===== src/rtl/clk_cfg_pkg.sv =====
package clk_cfg_pkg;
  localparam int DATA_W = 32;
  localparam int DIV_W  = 7;
  localparam int SRC_W  = 3;

  localparam logic [DATA_W-1:0] LEG_MASK = 32'h0780_2830;
  localparam logic [DATA_W-1:0] LEG_RST  = 32'h0780_2810;
  localparam logic [DATA_W-1:0] EXT_MASK = 32'hDFC0_2870;
  localparam logic [DATA_W-1:0] EXT_RST  = 32'h07C0_2810;

  typedef struct packed {
    logic [SRC_W-1:0] src;
    logic             bypass;
    logic             pwrdn;
    logic [DIV_W-1:0] div;
    logic             fast_ref;
  } clk_sel_t;
endpackage


===== src/rtl/clk_cfg_regs.sv =====
module clk_cfg_regs
  import clk_cfg_pkg::*;
#(
  parameter int                ADDR_W   = 12,
  parameter logic [ADDR_W-1:0] LEG_OFFS = 'h060,
  parameter logic [ADDR_W-1:0] EXT_OFFS = 'h070
) (
  input  logic              clk_i,
  input  logic              rst_ni,
  input  logic [ADDR_W-1:0] addr_i,
  input  logic              we_i,
  input  logic [DATA_W-1:0] wdata_i,
  output logic [DATA_W-1:0] rdata_o,
  output logic [DATA_W-1:0] leg_o,
  output logic [DATA_W-1:0] ext_o,
  output logic              order_err_o
);
  logic [DATA_W-1:0] leg_q, ext_q;
  logic leg_wr, ext_wr, leg_wr_q, err_q;

  assign leg_wr = we_i && (addr_i == LEG_OFFS);
  assign ext_wr = we_i && (addr_i == EXT_OFFS);

  always_ff @(posedge clk_i or negedge rst_ni) begin
    if (!rst_ni) begin
      leg_q    <= LEG_RST;
      ext_q    <= EXT_RST;
      leg_wr_q <= 1'b0;
      err_q    <= 1'b0;
    end else begin
      if (leg_wr) leg_q <= wdata_i & LEG_MASK;
      if (ext_wr) ext_q <= wdata_i & EXT_MASK;
      leg_wr_q <= leg_wr;
      // back-to-back legacy then extended write violates ordering rule
      if (ext_wr && leg_wr_q) err_q <= 1'b1;
    end
  end

  always_comb begin
    rdata_o = '0;
    if (addr_i == LEG_OFFS)      rdata_o = leg_q;
    else if (addr_i == EXT_OFFS) rdata_o = ext_q;
  end

  assign leg_o       = leg_q;
  assign ext_o       = ext_q;
  assign order_err_o = err_q;

  a_r10_err_sticky: assert property (@(posedge clk_i) disable iff (!rst_ni)
    order_err_o |=> order_err_o);
  a_r10_err_set: assert property (@(posedge clk_i) disable iff (!rst_ni)
    (leg_wr_q && ext_wr) |=> order_err_o);
  a_r5_rsvd_zero: assert property (@(posedge clk_i) disable iff (!rst_ni)
    ((leg_q & ~LEG_MASK) == '0) && ((ext_q & ~EXT_MASK) == '0));
  a_r9_leg_update: assert property (@(posedge clk_i) disable iff (!rst_ni)
    leg_wr |=> (leg_o == ($past(wdata_i) & LEG_MASK)));
endmodule


===== src/rtl/clk_cfg_select.sv =====
module clk_cfg_select
  import clk_cfg_pkg::*;
(
  input  logic [DATA_W-1:0] leg_i,
  input  logic [DATA_W-1:0] ext_i,
  output clk_sel_t          sel_o
);
  logic use_ext, div400;
  assign use_ext = ext_i[31];
  assign div400  = ext_i[30];

  always_comb begin
    if (use_ext) begin
      sel_o.src      = ext_i[6:4];
      sel_o.bypass   = ext_i[11];
      sel_o.pwrdn    = ext_i[13];
      sel_o.div      = div400 ? ext_i[28:22] : {1'b0, ext_i[28:23]};
      sel_o.fast_ref = div400;
    end else begin
      sel_o.src      = {1'b0, leg_i[5:4]};
      sel_o.bypass   = leg_i[11];
      sel_o.pwrdn    = leg_i[13];
      sel_o.div      = {3'b000, leg_i[26:23]};
      sel_o.fast_ref = 1'b0;
    end
  end

  always_comb begin
    if (!use_ext) a_r2_narrow_div: assert (sel_o.div[DIV_W-1:4] == '0);
  end
endmodule


===== src/rtl/clk_cfg_divider.sv =====
module clk_cfg_divider #(
  parameter int DIV_W = 7
) (
  input  logic             clk_i,
  input  logic             rst_ni,
  input  logic [DIV_W-1:0] div_i,
  input  logic             ref_en_i,
  input  logic             osc_en_i,
  input  logic             hold_i,
  output logic             sys_en_o
);
  logic [DIV_W-1:0] cnt_q, div_q;
  logic div_chg, terminal;

  assign div_chg  = (div_i != div_q);
  assign terminal = ref_en_i && (cnt_q == div_i) && !div_chg;

  always_ff @(posedge clk_i or negedge rst_ni) begin
    if (!rst_ni) begin
      cnt_q <= '0;
      div_q <= '0;
    end else begin
      div_q <= div_i;
      if (hold_i || div_chg) cnt_q <= '0;
      else if (terminal)     cnt_q <= '0;
      else if (ref_en_i)     cnt_q <= cnt_q + 1'b1;
    end
  end

  assign sys_en_o = hold_i ? osc_en_i : terminal;

  a_r8_cnt_held: assert property (@(posedge clk_i) disable iff (!rst_ni)
    hold_i |=> (cnt_q == '0));
  a_r7_reload: assert property (@(posedge clk_i) disable iff (!rst_ni)
    (div_i != div_q) |=> (cnt_q == '0));
  a_r6_cnt_bound: assert property (@(posedge clk_i) disable iff (!rst_ni)
    !hold_i && (div_i == div_q) |-> (cnt_q <= div_i));
  a_r6_sparse: assert property (@(posedge clk_i) disable iff (!rst_ni)
    (sys_en_o && !hold_i && (div_i != '0)) |=> (!sys_en_o || hold_i));
endmodule


===== src/rtl/clk_cfg_unit.sv =====
module clk_cfg_unit
  import clk_cfg_pkg::*;
#(
  parameter int                ADDR_W   = 12,
  parameter logic [ADDR_W-1:0] LEG_OFFS = 'h060,
  parameter logic [ADDR_W-1:0] EXT_OFFS = 'h070
) (
  input  logic              clk_i,
  input  logic              rst_ni,
  input  logic [ADDR_W-1:0] bus_addr_i,
  input  logic              bus_we_i,
  input  logic [DATA_W-1:0] bus_wdata_i,
  output logic [DATA_W-1:0] bus_rdata_o,
  input  logic              pll_en_i,
  input  logic              pll_fast_en_i,
  input  logic              osc_en_i,
  output logic [SRC_W-1:0]  osc_src_o,
  output logic              bypass_o,
  output logic              pwrdn_o,
  output logic [DIV_W-1:0]  sys_div_o,
  output logic              sys_en_o,
  output logic              order_err_o
);
  logic [DATA_W-1:0] leg_w, ext_w;
  clk_sel_t sel;
  logic ref_en, hold;

  clk_cfg_regs #(.ADDR_W(ADDR_W), .LEG_OFFS(LEG_OFFS), .EXT_OFFS(EXT_OFFS)) u_regs (
    .clk_i, .rst_ni, .addr_i(bus_addr_i), .we_i(bus_we_i), .wdata_i(bus_wdata_i),
    .rdata_o(bus_rdata_o), .leg_o(leg_w), .ext_o(ext_w), .order_err_o
  );

  clk_cfg_select u_sel (.leg_i(leg_w), .ext_i(ext_w), .sel_o(sel));

  assign ref_en = sel.fast_ref ? pll_fast_en_i : pll_en_i;
  assign hold   = sel.bypass | sel.pwrdn;

  clk_cfg_divider #(.DIV_W(DIV_W)) u_div (
    .clk_i, .rst_ni, .div_i(sel.div), .ref_en_i(ref_en), .osc_en_i,
    .hold_i(hold), .sys_en_o
  );

  assign osc_src_o = sel.src;
  assign bypass_o  = sel.bypass;
  assign pwrdn_o   = sel.pwrdn;
  assign sys_div_o = sel.div;
endmodule


===== config.mk =====
export PLATFORM = sky130hd
export DESIGN_NAME = clk_cfg_unit
export DESIGN_NICKNAME = d
export VERILOG_FILES = /design/src/rtl/clk_cfg_pkg.sv /design/src/rtl/clk_cfg_regs.sv /design/src/rtl/clk_cfg_select.sv /design/src/rtl/clk_cfg_divider.sv /design/src/rtl/clk_cfg_unit.sv
export SDC_FILE = /design/constraint.sdc
export NUM_CORES = 1
export LEC_CHECK = 0
export ABC_AREA = 1
export BUFFER_PORTS_ARGS = -buffer_cell sky130_fd_sc_hd__buf_4
export CAP_MARGIN = 5
export CORE_MARGIN = 3
export CORE_UTILIZATION = 50
export CTS_BUF_LIST = sky130_fd_sc_hd__clkbuf_4 sky130_fd_sc_hd__clkbuf_8
export DETAILED_ROUTE_END_ITERATION = 8
export PLACE_DENSITY = 0.8
export SLEW_MARGIN = 10
export SYNTH_ARGS = -nofsm -noshare
export SYNTH_HDL_FRONTEND = slang
export SYNTH_SLANG_ARGS = --single-unit
export TNS_END_PERCENT = 5

===== constraint.sdc =====
create_clock -name clk_i -period 4.1 [get_ports clk_i]
set_input_delay 0.205 -clock clk_i [delete_from_list [all_inputs] [get_ports clk_i]]
set_output_delay 0.205 -clock clk_i [all_outputs]
set_load 0.1 [all_outputs]

# After elaboration in Yosys (flattened, before gate mapping)
# Cells that the tools add are included.
# Widths: inputs -> output; s select.
# totals
register_bits	38
latchBits	0
ramBits	0
mem_bits_ro	0
input_bits	50
wordCells	29
memories	0
# classes
n_addsub	1
n_mul	0
n_div	0
order_cmp	0
n_eq_ne	4
shift	0
mux	9
n_bitwise	1
n_reduce_logical	8
# op_table
operator	count
$mux 32	2
$mux 7	4
$eq 12x7->1 const B	2
$mux 13	1
$add 7x1->7 const B	1
$eq 7x7->1	1
$ne 7x7->1	1
$logic_and 1x1->1	5
$reduce_bool 3->1	1
$mux 1	2
$logic_not 1->1	1
$logic_or 1x1->1	1
$or 1x1->1	1

# Depth between registers and ports, before layout
# depth
depth_word	7
depth_mapped	12

# Cells and area by module
# Synthesis repeated with hierarchy kept, for this count alone.
# unflattened
hier_cells	432
area_unflattened_um2	2964.1
# by_module_without_submodules
mod	n_inst	cells_each	area_each_um2	seq_area_each_um2
clk_cfg_regs	1	220	1762.9	619.3
clk_cfg_divider	1	155	967.2	350.3
clk_cfg_select	1	52	212.7	0.0
clk_cfg_unit	1	5	21.3	0.0

# Worst setup path after synthesis
# Ideal clock, no wire load.
# synth_timing
path_kind	register -> output
startpoint	register u_regs.ext_q[13] (netlist: u_regs.ext_o[13])
endpoint	output port sys_en_o
arrival_ns	3.234
path_slack_ns	0.661
path_stages_with_launch	5
path_buffers	0
cell_sequence	dfstp_2 -> inv_1 -> o21ai_1 -> o21ai_0 -> o21ai_1
# synth_via
elab_chain_len	3
# synth_rtl
element	line	rtl
start, declared	clk_cfg_regs.sv:18	logic [DATA_W-1:0] leg_q, ext_q;
start signal, assigned	clk_cfg_regs.sv:32	if (ext_wr) ext_q <= wdata_i & EXT_MASK;
$mux 13	clk_cfg_select.sv:13	if (use_ext) begin
named net pwrdn_o	clk_cfg_unit.sv:19	output logic pwrdn_o,
$or 1x1->1	clk_cfg_unit.sv:36	assign hold = sel.bypass | sel.pwrdn;
$mux 1	clk_cfg_divider.sv:30	assign sys_en_o = hold_i ? osc_en_i : terminal;
end, declared	clk_cfg_unit.sv:21	output logic sys_en_o,
# The timed path passes the listed nets, and every way through them passes these cells.

# Worst setup path after layout
# layout_timing
startpoint	register u_regs.ext_q[31] (netlist: u_regs.ext_o[31])
endpoint	output port sys_en_o
# layout_via
elab_chain_len	5
elab_cells_between_ends	9
classes_between	2 x eq/ne; 3 x mux; 1 x bitwise; 3 x reduce/logical
# layout_rtl
element	line	rtl
$mux 13 (*)	clk_cfg_select.sv:13	
$eq 7x7->1, or another cell as far along	clk_cfg_divider.sv:16	assign terminal = ref_en_i && (cnt_q == div_i) && !div_chg;
$logic_and 1x1->1 or $logic_not 1->1 (tied branches)	clk_cfg_divider.sv:16	
$logic_and 1x1->1	clk_cfg_divider.sv:16	
$mux 1 (*)	clk_cfg_divider.sv:30	
# Mark *: on every way between the ends. The rest lies on a longest branch, timed or not.

==> results.yml <==
synth:
  synth_area_leaders: "dfrtp_1 (24%), dfstp_2 (16%), nand2_1 (13%)"
  syn_area_per_cell_um2: 7.573
  yosysTopAreaCell: "dfrtp_1"
  syn_inst: 322
  synth_top_cell_area_share_pct: 23.60
  synth_edf_count: 0
  yosysSeqAreaShare_pct: 39.76
  ys_types: 34
  ys_ff_latch: 38
  ys.flop_type: "dfrtp_1"
  netlist_area_um2: 2439
  synthArstFlopShare_pct: 100.0
  synth_warnings: 0
power:
  p_int_uw: 611.8
  switchingPower_uw: 322.3
  powerDensity_nw_per_um2: 317.9
  switching_share_pct: 34.50
  power_frac_clock_pct: 29.3
  total_power_uw: 934.0
  leakage_nw: 1.516
  pwr-share-seq_pct: 45.8
  ir_drop_mv: 0.2043
  combPwrFrac_pct: 24.9
placed_design:
  hpwl_mm: 4.222
  port_buffers: 59
  routabilityCongestion: 0.8352
  preCtsSetupSlack_ps: 1442
  place_inst: 436
grt:
  grt_max_degree: 39
  grt_pass1_vias: 2096
  grt_pass1_wl_mm: 9.252
  grt_overflow: 0
  track_usage_pct: 21.18
  grt_antenna_before_repair: 0
sta:
  drv_slew: 0
  finClkSkew_ps: 7.477
  fmaxAchievable_ghz: 0.3329
  fin_ws_ps: 1096
  tightest_slew_ps: 932.8
  post-route-min-period_ps: 3004
  period_share_pct: 73.27
  finalSetupViolCount: 0
  tns_ps: 0
  relSlewSlack_pct: 37.64
  hold_viol: 0
  rsz0062_at_grt: "false"
cts:
  path_clk_slew_ps: 70
  cts_tree: "done"
  ctsResizeCount: 0
  cts_max_path_buffers: 2
  cts_buffers: 5
  cts.sinks: 38
  cts_root_buf: "clkbuf_8"
  clk_latency_ps: 290
  cts_setup_buffers: 0
  cts_hold_buf: 1
  htreeDepth: 2
run_status:
  status: "complete, no violations"
worst_setup_path:
  worstReg2RegStart: "u_regs.ext_o[31]"
  critPathRequiredTime_ps: 3890
  crit_path_end_kind: "output port"
  crit_type: "flop to output port"
  worst_setup_path_start_kind: "flop"
  crit_start: "u_regs.ext_o[31]"
  regToRegSetupSlack_ps: 1490
  crit_arrival_ps: 2800
  worstRegToRegCells: 10
  r2r-end: "u_div.cnt_q[2]"
  cp_max_fo: 22
floorplan:
  die_w_um: 75.84
  initial_core_util_pct: 53.78
  placementRows: 24
  core_area_um2: 4534
  dieArea_um2: 5751
  die_h_um: 75.84
  ioPinCount: 96
finish:
  drive_above_1_share_pct: 29.74
  final_cell_mix: "nand2_1 (86), buf_4 (59), inv_1 (42)"
  antenna_cells: 0
  stdcell_count: 445
  fill_cells: 393
  final_common_cell: "nand2_1"
  area_growth_pct: 20.47
  nets: 430
drt:
  routed_wl_mm: 5.652
  drc: 0
  drt-pass1-iter-count: 4
  drtIter0Drc: 133
  avgViaCountPerCell: 4.890
  vias: 2176
  ant_nets: 0
  wl_per_cell_um: 12.70
min_path:
  hold_depth: 2
  worst_hold_path_type: "primary input to flop"
  min_from: "bus_wdata_i[6]"
  holdPathEnd: "u_regs.ext_o[6]"
run:
  cap_violations: 0
## per-stage QoR
stage / instance area, um2 / hold slack [ps] / utilization, %
after floorplan: 2502 / -90.59 / -
after global placement: 2833 / 196.6 / 62.47
after detailed placement: 2833 / 199.3 / 62.47
after CTS: 2938 / 141.2 / 64.79
after global routing: 2938 / 151.0 / 64.79
final: 2938 / 149.8 / 64.79
## cell type report
class	instances	area, um2	share of cell area (%)
clock buffer	7	90.09	3.066
clock inverter	1	5.005	0.1704
inverter	47	176.4	6.005
multi-input combinational	227	1162	39.57
sequential	38	969.7	33.01
tap	65	81.33	2.768
timing repair buffer	60	452.9	15.42
## flip-flops by register name (all words and copies together) (netlist names)
register / flops
u_div.cnt_q: 7
u_div.div_q: 7
u_regs.leg_o: 8
u_regs.order_err_o: 1
u_regs.leg_wr_q: 1
u_regs.ext_o: 14
## power by group through the flow
stage / clock network (mW) / registers (mW) / logic (mW)
after floorplan: 0 / 0.426 / 0.193
after global placement: 0 / 0.432 / 0.224
after detailed placement: 0 / 0.434 / 0.232
after CTS: 0.278 / 0.427 / 0.233
after global routing: 0.296 / 0.432 / 0.257
final: 0.274 / 0.428 / 0.233
## synthesized netlist by cell type (6+ instances only)
cell type	instances
buf_4	18
dfrtp_1	23
dfstp_2	15
inv_1	42
nand2_1	86
nand3_1	15
nand3b_1	6
nand4_1	7
nor2_1	24
o21ai_0	12
o21ai_2	8
o32ai_1	6
## how the worst max path moves through the flow
stage                     slack (ps)  endpoint
after global routing             930  sys_en_o
final                           1100  sys_en_o
after global placement          1510  sys_en_o
after floorplan                  660  sys_en_o
after detailed placement        1440  sys_en_o
after CTS                       1120  sys_en_o
## critical path, cell delays in order (launching register included)
cell and delay [ps]:
dfrtp_1 890, nand2_1 220, o21ai_1 660, nor2_1 130
nand2_1 90, nor2_1 40, nand3_1 130, o21ai_1 90
buf_4 230
## cell families (layout without fill, tap and decap cells)
kind of cell | count (synthesis) | in the layout | share of synthesized area [%]
and+or+nand+nor | 162 | 162 | 31.04
adders and majority gates | 1 | 1 | 0.5130
AOI/OAI and AO/OA | 39 | 39 | 10.62
DFF | 38 | 38 | 39.76
xor gates and xnor gates | 5 | 5 | 1.796
other | 1 | 18 | 0.1538
muxes | 2 | 2 | 0.9235
buffers and inverters | 74 | 115 | 15.19
## per-layer routing
metal	share of wire, %	GRT usage [%]	vias to the layer above
met1	44	26.01	994
met4	1.3	6.796	0
met5	0	0	-
met2	48	37.45	69
met3	6.5	3.694	9
li1	-	-	1104
No activity file was read; power rests on OpenSTA's default activity.
